`src/rtl/wdt_pkg.sv`:
```
package wdt_pkg;
  localparam int MODE_ADDR = 0;
  localparam int SEL_ADDR  = 1;
  localparam int RUN_BIT   = 7;
  localparam int EN_BIT    = 4;
  localparam int ACT_BIT   = 3;
  localparam int SEL_W     = 3;
  localparam int NUM_SEL   = 1 << SEL_W;

  typedef struct packed {
    logic             en;
    logic             act_rst;
    logic [SEL_W-1:0] sel;
  } wdt_cfg_t;

  // Extra doubling steps above the shortest period; the top code skips one step.
  function automatic int sel_step(input int code);
    return (code == NUM_SEL - 1) ? code + 1 : code;
  endfunction
endpackage

```
`src/rtl/wdt_regs.sv`:
```
module wdt_regs
  import wdt_pkg::*;
#(
  parameter int ADDR_W = 2,
  parameter int DATA_W = 8
) (
  input  logic              clk,
  input  logic              rst,
  input  logic              wr_en,
  input  logic [ADDR_W-1:0] wr_addr,
  input  logic [DATA_W-1:0] wr_data,
  output wdt_cfg_t          cfg,
  output logic              started,
  output logic              kick
);
  logic mode_hit, sel_hit, en_next;
  logic unused_data;

  assign mode_hit = wr_en && (wr_addr == ADDR_W'(MODE_ADDR));
  assign sel_hit  = wr_en && (wr_addr == ADDR_W'(SEL_ADDR));
  assign en_next  = started ? cfg.en : wr_data[EN_BIT];
  assign kick     = mode_hit && wr_data[RUN_BIT] && en_next;
  assign unused_data = ^wr_data;

  always_ff @(posedge clk) begin
    if (rst) begin
      cfg     <= '0;
      started <= 1'b0;
    end else begin
      if (!started) begin
        if (mode_hit) begin
          cfg.en      <= wr_data[EN_BIT];
          cfg.act_rst <= wr_data[ACT_BIT];
        end
        if (sel_hit) cfg.sel <= wr_data[SEL_W-1:0];
      end
      if (kick) started <= 1'b1;
    end
  end


  cfg_lock_chk: assert property (@(posedge clk) disable iff (rst)
    started |=> $stable(cfg));

  started_hold_chk: assert property (@(posedge clk) disable iff (rst)
    started |=> started);

  no_start_disabled_chk: assert property (@(posedge clk) disable iff (rst)
    (!started && mode_hit && !wr_data[EN_BIT]) |=> !started);
endmodule

```
`src/rtl/wdt_prescaler.sv`:
```
module wdt_prescaler #(
  parameter int PRE_W = 8
) (
  input  logic clk,
  input  logic rst,
  input  logic stop,
  input  logic halt,
  output logic tick
);
  logic [PRE_W-1:0] pre_q;
  logic unused_halt;

  assign unused_halt = halt;

  always_ff @(posedge clk) begin
    if (rst)        pre_q <= '0;
    else if (!stop) pre_q <= pre_q + PRE_W'(1);
  end

  assign tick = !stop && (pre_q == {PRE_W{1'b1}});


  pre_freeze_chk: assert property (@(posedge clk) disable iff (rst)
    stop |=> $stable(pre_q));

  pre_advance_chk: assert property (@(posedge clk) disable iff (rst)
    (!stop || halt && !stop) |=> (pre_q == $past(pre_q) + PRE_W'(1)));
endmodule

```
`src/rtl/wdt_counter.sv`:
```
module wdt_counter
  import wdt_pkg::*;
#(
  parameter int PRE_W     = 8,
  parameter int FIRST_EXP = 12
) (
  input  logic             clk,
  input  logic             rst,
  input  logic             tick,
  input  logic             started,
  input  logic             kick,
  input  logic [SEL_W-1:0] sel,
  output logic             expire
);
  localparam int BASE_SH = FIRST_EXP - PRE_W;
  localparam int CNT_W   = BASE_SH + NUM_SEL;

  logic [CNT_W-1:0] cnt_q;
  logic [CNT_W-1:0] last;
  logic [CNT_W-1:0] last_tab [NUM_SEL];

  for (genvar g = 0; g < NUM_SEL; g++) begin : g_limit
    localparam int SH = BASE_SH + sel_step(g);
    assign last_tab[g] = {CNT_W{1'b1}} >> (CNT_W - SH);
  end

  assign last   = last_tab[sel];
  assign expire = started && tick && !kick && (cnt_q == last);

  always_ff @(posedge clk) begin
    if (rst || kick) begin
      cnt_q <= '0;
    end else if (started && tick) begin
      cnt_q <= (cnt_q == last) ? '0 : cnt_q + CNT_W'(1);
    end
  end


  cnt_range_chk: assert property (@(posedge clk) disable iff (rst)
    cnt_q <= last);

  kick_clear_chk: assert property (@(posedge clk) disable iff (rst)
    kick |=> (cnt_q == '0));

  wrap_chk: assert property (@(posedge clk) disable iff (rst)
    expire |=> (cnt_q == '0));
endmodule

```
`src/rtl/runaway_watchdog.sv`:
```
module runaway_watchdog
  import wdt_pkg::*;
#(
  parameter int ADDR_W    = 2,
  parameter int DATA_W    = 8,
  parameter int PRE_W     = 8,
  parameter int FIRST_EXP = 12
) (
  input  logic              clk,
  input  logic              rst,
  input  logic              wr_en,
  input  logic [ADDR_W-1:0] wr_addr,
  input  logic [DATA_W-1:0] wr_data,
  input  logic              halt,
  input  logic              stop,
  output logic              wdt_reset,
  output logic              nmi_req
);
  wdt_cfg_t cfg;
  logic     started, kick, tick, expire;

  wdt_regs #(.ADDR_W(ADDR_W), .DATA_W(DATA_W)) u_regs (
    .clk(clk), .rst(rst), .wr_en(wr_en), .wr_addr(wr_addr), .wr_data(wr_data),
    .cfg(cfg), .started(started), .kick(kick)
  );

  wdt_prescaler #(.PRE_W(PRE_W)) u_pre (
    .clk(clk), .rst(rst), .stop(stop), .halt(halt), .tick(tick)
  );

  wdt_counter #(.PRE_W(PRE_W), .FIRST_EXP(FIRST_EXP)) u_cnt (
    .clk(clk), .rst(rst), .tick(tick), .started(started), .kick(kick),
    .sel(cfg.sel), .expire(expire)
  );

  always_ff @(posedge clk) begin
    if (rst) begin
      wdt_reset <= 1'b0;
      nmi_req   <= 1'b0;
    end else begin
      nmi_req <= expire && !cfg.act_rst;
      if (expire && cfg.act_rst) wdt_reset <= 1'b1;
    end
  end


  idle_quiet_chk: assert property (@(posedge clk) disable iff (rst)
    !started |-> (!nmi_req && !wdt_reset));

  reset_sticky_chk: assert property (@(posedge clk) disable iff (rst)
    wdt_reset |=> wdt_reset);

  nmi_pulse_chk: assert property (@(posedge clk) disable iff (rst)
    nmi_req |=> !nmi_req);

  nmi_mode_chk: assert property (@(posedge clk) disable iff (rst)
    nmi_req |-> (!cfg.act_rst && !wdt_reset));

  reset_mode_chk: assert property (@(posedge clk) disable iff (rst)
    $rose(wdt_reset) |-> cfg.act_rst);
endmodule

```
`config.mk`:
```
export PLATFORM = sky130hd
export DESIGN_NAME = runaway_watchdog
export DESIGN_NICKNAME = d
export VERILOG_FILES = /design/src/rtl/wdt_pkg.sv /design/src/rtl/wdt_regs.sv /design/src/rtl/wdt_prescaler.sv /design/src/rtl/wdt_counter.sv /design/src/rtl/runaway_watchdog.sv
export SDC_FILE = /design/constraint.sdc
export NUM_CORES = 1
export LEC_CHECK = 0
export CELL_PAD_IN_SITES_DETAIL_PLACEMENT = 1
export CELL_PAD_IN_SITES_GLOBAL_PLACEMENT = 1
export CORE_ASPECT_RATIO = 1.2
export CORE_UTILIZATION = 40
export CTS_BUF_LIST = sky130_fd_sc_hd__clkbuf_8
export DETAILED_ROUTE_END_ITERATION = 8
export DONT_BUFFER_PORTS = 1
export GPL_ROUTABILITY_DRIVEN = 0
export HOLD_SLACK_MARGIN = 0.02
export PLACE_DENSITY_LB_ADDON = 0.15
export SLEW_MARGIN = 5
export SYNTH_ARGS = -nofsm -noshare
export SYNTH_HDL_FRONTEND = slang
export SYNTH_HIERARCHICAL = 1
export SYNTH_SLANG_ARGS = --single-unit
```
`constraint.sdc`:
```
create_clock -name clk -period 3.4 [get_ports clk]
set_clock_uncertainty 0.05 [all_clocks]
set_input_delay 0.34 -clock clk [delete_from_list [all_inputs] [get_ports clk]]
set_output_delay 0.34 -clock clk [all_outputs]
set_load 0.01 [all_outputs]
```
==> results by group <==
Outcome
  • Status: finished, final reports clean

Worst setup path
  • Crit-path max FO: 5
  • CP Capture Point: nmi_req
  • Crit path capture type: flop
  • Worst Setup Path Type: flop to flop
  • WP data required: 3.56 ns
  • Worst reg2reg endpoint: nmi_req
  • R2r startpoint: u_pre/pre_q[0]
  • R2R setup slack: 0.84 ns
  • Worst Setup SP: u_pre/pre_q[0]
  • Instance count on the critical path: 10
  • Worst-path cell chain: ha_1, inv_1, nor4_1, buf_4, and4_1, nand2_1, a21o_1, or3_1, nor3_1, nor3b_2
  • CP top delay family: simple AND/OR/NAND/NOR gates
  • Slowest stage delay, CP: 0.40 ns
  • Worst R2R Path Depth: 10
  • CP arrival: 2.72 ns
  • Startpoint type of the worst setup path: flop
  • CP bufs+invs: 2
  • Critical path's slowest cell: dfxtp_1

Die
  • Die Ht: 67.3 um
  • Core area: 3370 um2
  • Die area: 3800 um2
  • FP Rows: 23
  • Initial Util: 0.423
  • # IOs: 17
  • Die Wd: 56.4 um

Global route
  • Met1 usage: 0.165
  • Initial antenna violation count: 0
  • M3 GR Usage: 0.0383
  • Total track usage: 0.169
  • Overflow after GRT: 0
  • Grt met2 use: 0.325
  • Layer with the highest usage: met2
  • Largest net degree at the start of global routing: 24
  • Number of global-route vias before repair: 1172
  • First-pass GRT wire length: 4950 um

Layout
  • Synthesis-to-layout area growth: 5.45%
  • Number of antenna diodes: 0
  • Nets: 178
  • Design area: 1500 um2
  • Layout cells sized above 1: 0.0875

Run
  • Number of max-cap violations: 0

Synth
  • Syn nets: 179
  • Average cell area after synthesis: 8.78 um2
  • Adder-cell share of the synthesized area: 0.0176
  • Sequential cell area fraction in the yosys report: 0.394
  • Post-synth top flop: dfxtp_1
  • Number of synthesized flops with an enable pin: 0
  • Count of different cell masters after synthesis: 37
  • Simple-gate share of the synthesized area: 0.323
  • Synth Instances: 162
  • FF+latch count, synth: 28
  • Yosys warns: 6
  • Mux contribution to synthesized area: 0.0493
  • Post-synthesis async set-or-reset flop share: 0
  • Synth Area in Compound Gates: 0.0888
  • Post-synthesis xor/xnor area fraction: 0.0923
  • Post-Syn Area: 1420 um2
  • Largest family of logic cells by synthesized area: simple AND/OR/NAND/NOR gates

Worst hold path
  • Min-Delay Path Class: primary input to flop

Clock tree
  • TritonCTS buffer count: 3
  • CTS root buf: clkbuf_8
  • Sink Count: 28
  • Worst-path clk slew: 0.09 ns
  • Setup bufs post-CTS: 0
  • Clk_lat worst skew: 0.27 ns
  • H-tree Lvls: 1
  • PostCTS Resize Cnt: 0
  • CTS tree: done
  • Clock Path Buffers: 2
  • # hold bufs at CTS: 0

STA
  • Slew headroom: 0.753
  • Fin crit period: 2.56 ns
  • Final slew viol count: 0
  • Final setup fails: 0
  • Fmax: 390 MHz
  • Final Hold Fails: 0
  • Fin Setup TNS: 0 ns
  • Final worst-path cycle share: 0.754
  • Worst-Margin Slew: 0.370 ns
  • RSZ-0062 raised after global routing: false

Pwr
  • Switching power: 0.000116 W
  • Reg power frac: 0.597
  • PwrDens: 379 nW/um2
  • Cell Int Power: 0.000452 W
  • Switching fraction of total power: 0.205
  • LEAKAGE: 0.499 nW
  • Comb pwr share: 0.050
  • VDD IR-drop max: 0.249 mV
  • Clock power frac: 0.354

Routing
  • Via density: 5.80
  • DRC: 0
  • Post-DRT Antenna Nets: 0
  • Via count: 1143
  • DRT Pass-1 Iters: 3
  • Detailed Route WL: 2770 um
  • DRT iter0 DRCs: 23
  • WL per Instance: 14.1 um

Placement
  • Post-DP Area: 1450 um2
  • Final HPWL DP: 2120 um
  • Port Buf Inserts: 0
-- worst reg2reg max path, cell delays in order, from the launching register on --
cell	delay, ns
dfxtp_1	0.40
ha_1	0.22
inv_1	0.07
nor4_1	0.27
buf_4	0.18
and4_1	0.24
nand2_1	0.10
a21o_1	0.18
or3_1	0.30
nor3_1	0.27
nor3b_2	0.22
-- state kept, by name, indices dropped and copies added (netlist names) --
| name | flops |
|---|---|
| wdt_reset | 1 |
| u_regs/cfg | 5 |
| nmi_req | 1 |
| u_regs/started | 1 |
| u_cnt/cnt_q | 12 |
| u_pre/pre_q | 8 |
-- kinds of logic after synthesis --
logic type                 Yosys count
AOI/OAI and AO/OA                   20
xor gates and xnor gates            15
adders and majority gates            2
buffers and inverters               11
DFF                                 28
muxes                                7
and+or+nand+nor                     79
-- worst min-delay path by stage --
stage / from / end / slack [ns] / cells after the start
after floorplan: rst / nmi_req / 0.36 / 1
after CTS: rst / u_pre/pre_q[2] / 0.06 / 1
after global routing: rst / u_pre/pre_q[2] / 0.06 / 1
after detailed placement: rst / u_pre/pre_q[6] / 0.37 / 1
final: rst / u_pre/pre_q[2] / 0.08 / 1
after global placement: rst / nmi_req / 0.36 / 1
-- layout make-up --
cell class              instances  area (um2)
fillers                       399        1870
multi-input cells             123         812
flip-flops and latches         28         561
clock buffers                   4        55.1
well taps                      37        46.3
repair buffers                  2        15.0
inverters                       3        11.3
-- synth_stat cells, drive strengths merged, types with 5 or more instances --
master	n	area share
dfxtp	28	0.39
nor2	21	0.055
nand2	11	0.029
nand2b	10	0.044
xor2	10	0.062
a21oi	9	0.032
mux2i	7	0.049
nand3	6	0.025
nor3	6	0.021
clkbuf	5	0.014
xnor2	5	0.031
-- layout by cell type (no fill, tap or decap), types with 2 or more instances in the layout --
cell       instances
dfxtp_1           28
nor2_1            21
nand2_1           11
xor2_1            10
nand2b_1          10
a21oi_1            9
mux2i_1            7
nor3_1             6
xnor2_1            5
nand3_1            5
clkbuf_8           4
o21ai_0            4
nand4_1            4
nor4_1             3
inv_1              3
or3_2              3
or4_1              2
o22ai_1            2
o2bb2ai_1          2
and3_1             2
ha_1               2
buf_4              2
nand4b_1           2
nand3b_1           2
-- through the flow --
step           setup WS (ns)  hold slack, ns  instances  total power (W)   util
2_1_floorplan           1.05           0.361        162         0.000374      -
3_3_place_gp           0.883           0.362        193         0.000374  0.429
3_5_place_dp           0.799           0.365        193         0.000376  0.429
4_1_cts                0.782          0.0632        197         0.000583  0.446
5_1_grt                0.600          0.0552        197         0.000595  0.446
6_report               0.838          0.0754        197         0.000569  0.446
-- power by group through the flow --
stage	Clock, W	Combinational (W)	Sequential (W)
finish	0.000201	0.0000282	0.000339
floorplan	0	0.0000299	0.000344
global route	0.000223	0.0000319	0.000341
global placement	0	0.0000272	0.000347
detailed placement	0	0.0000286	0.000347
CTS	0.000214	0.0000289	0.000340
-- layer usage --
metal	share of wire	routed length [um]
met5	0	0
met2	0.52	1430
met1	0.43	1180
met4	0.031	85
met3	0.023	64
No activity file was read; power rests on OpenSTA's default activity.
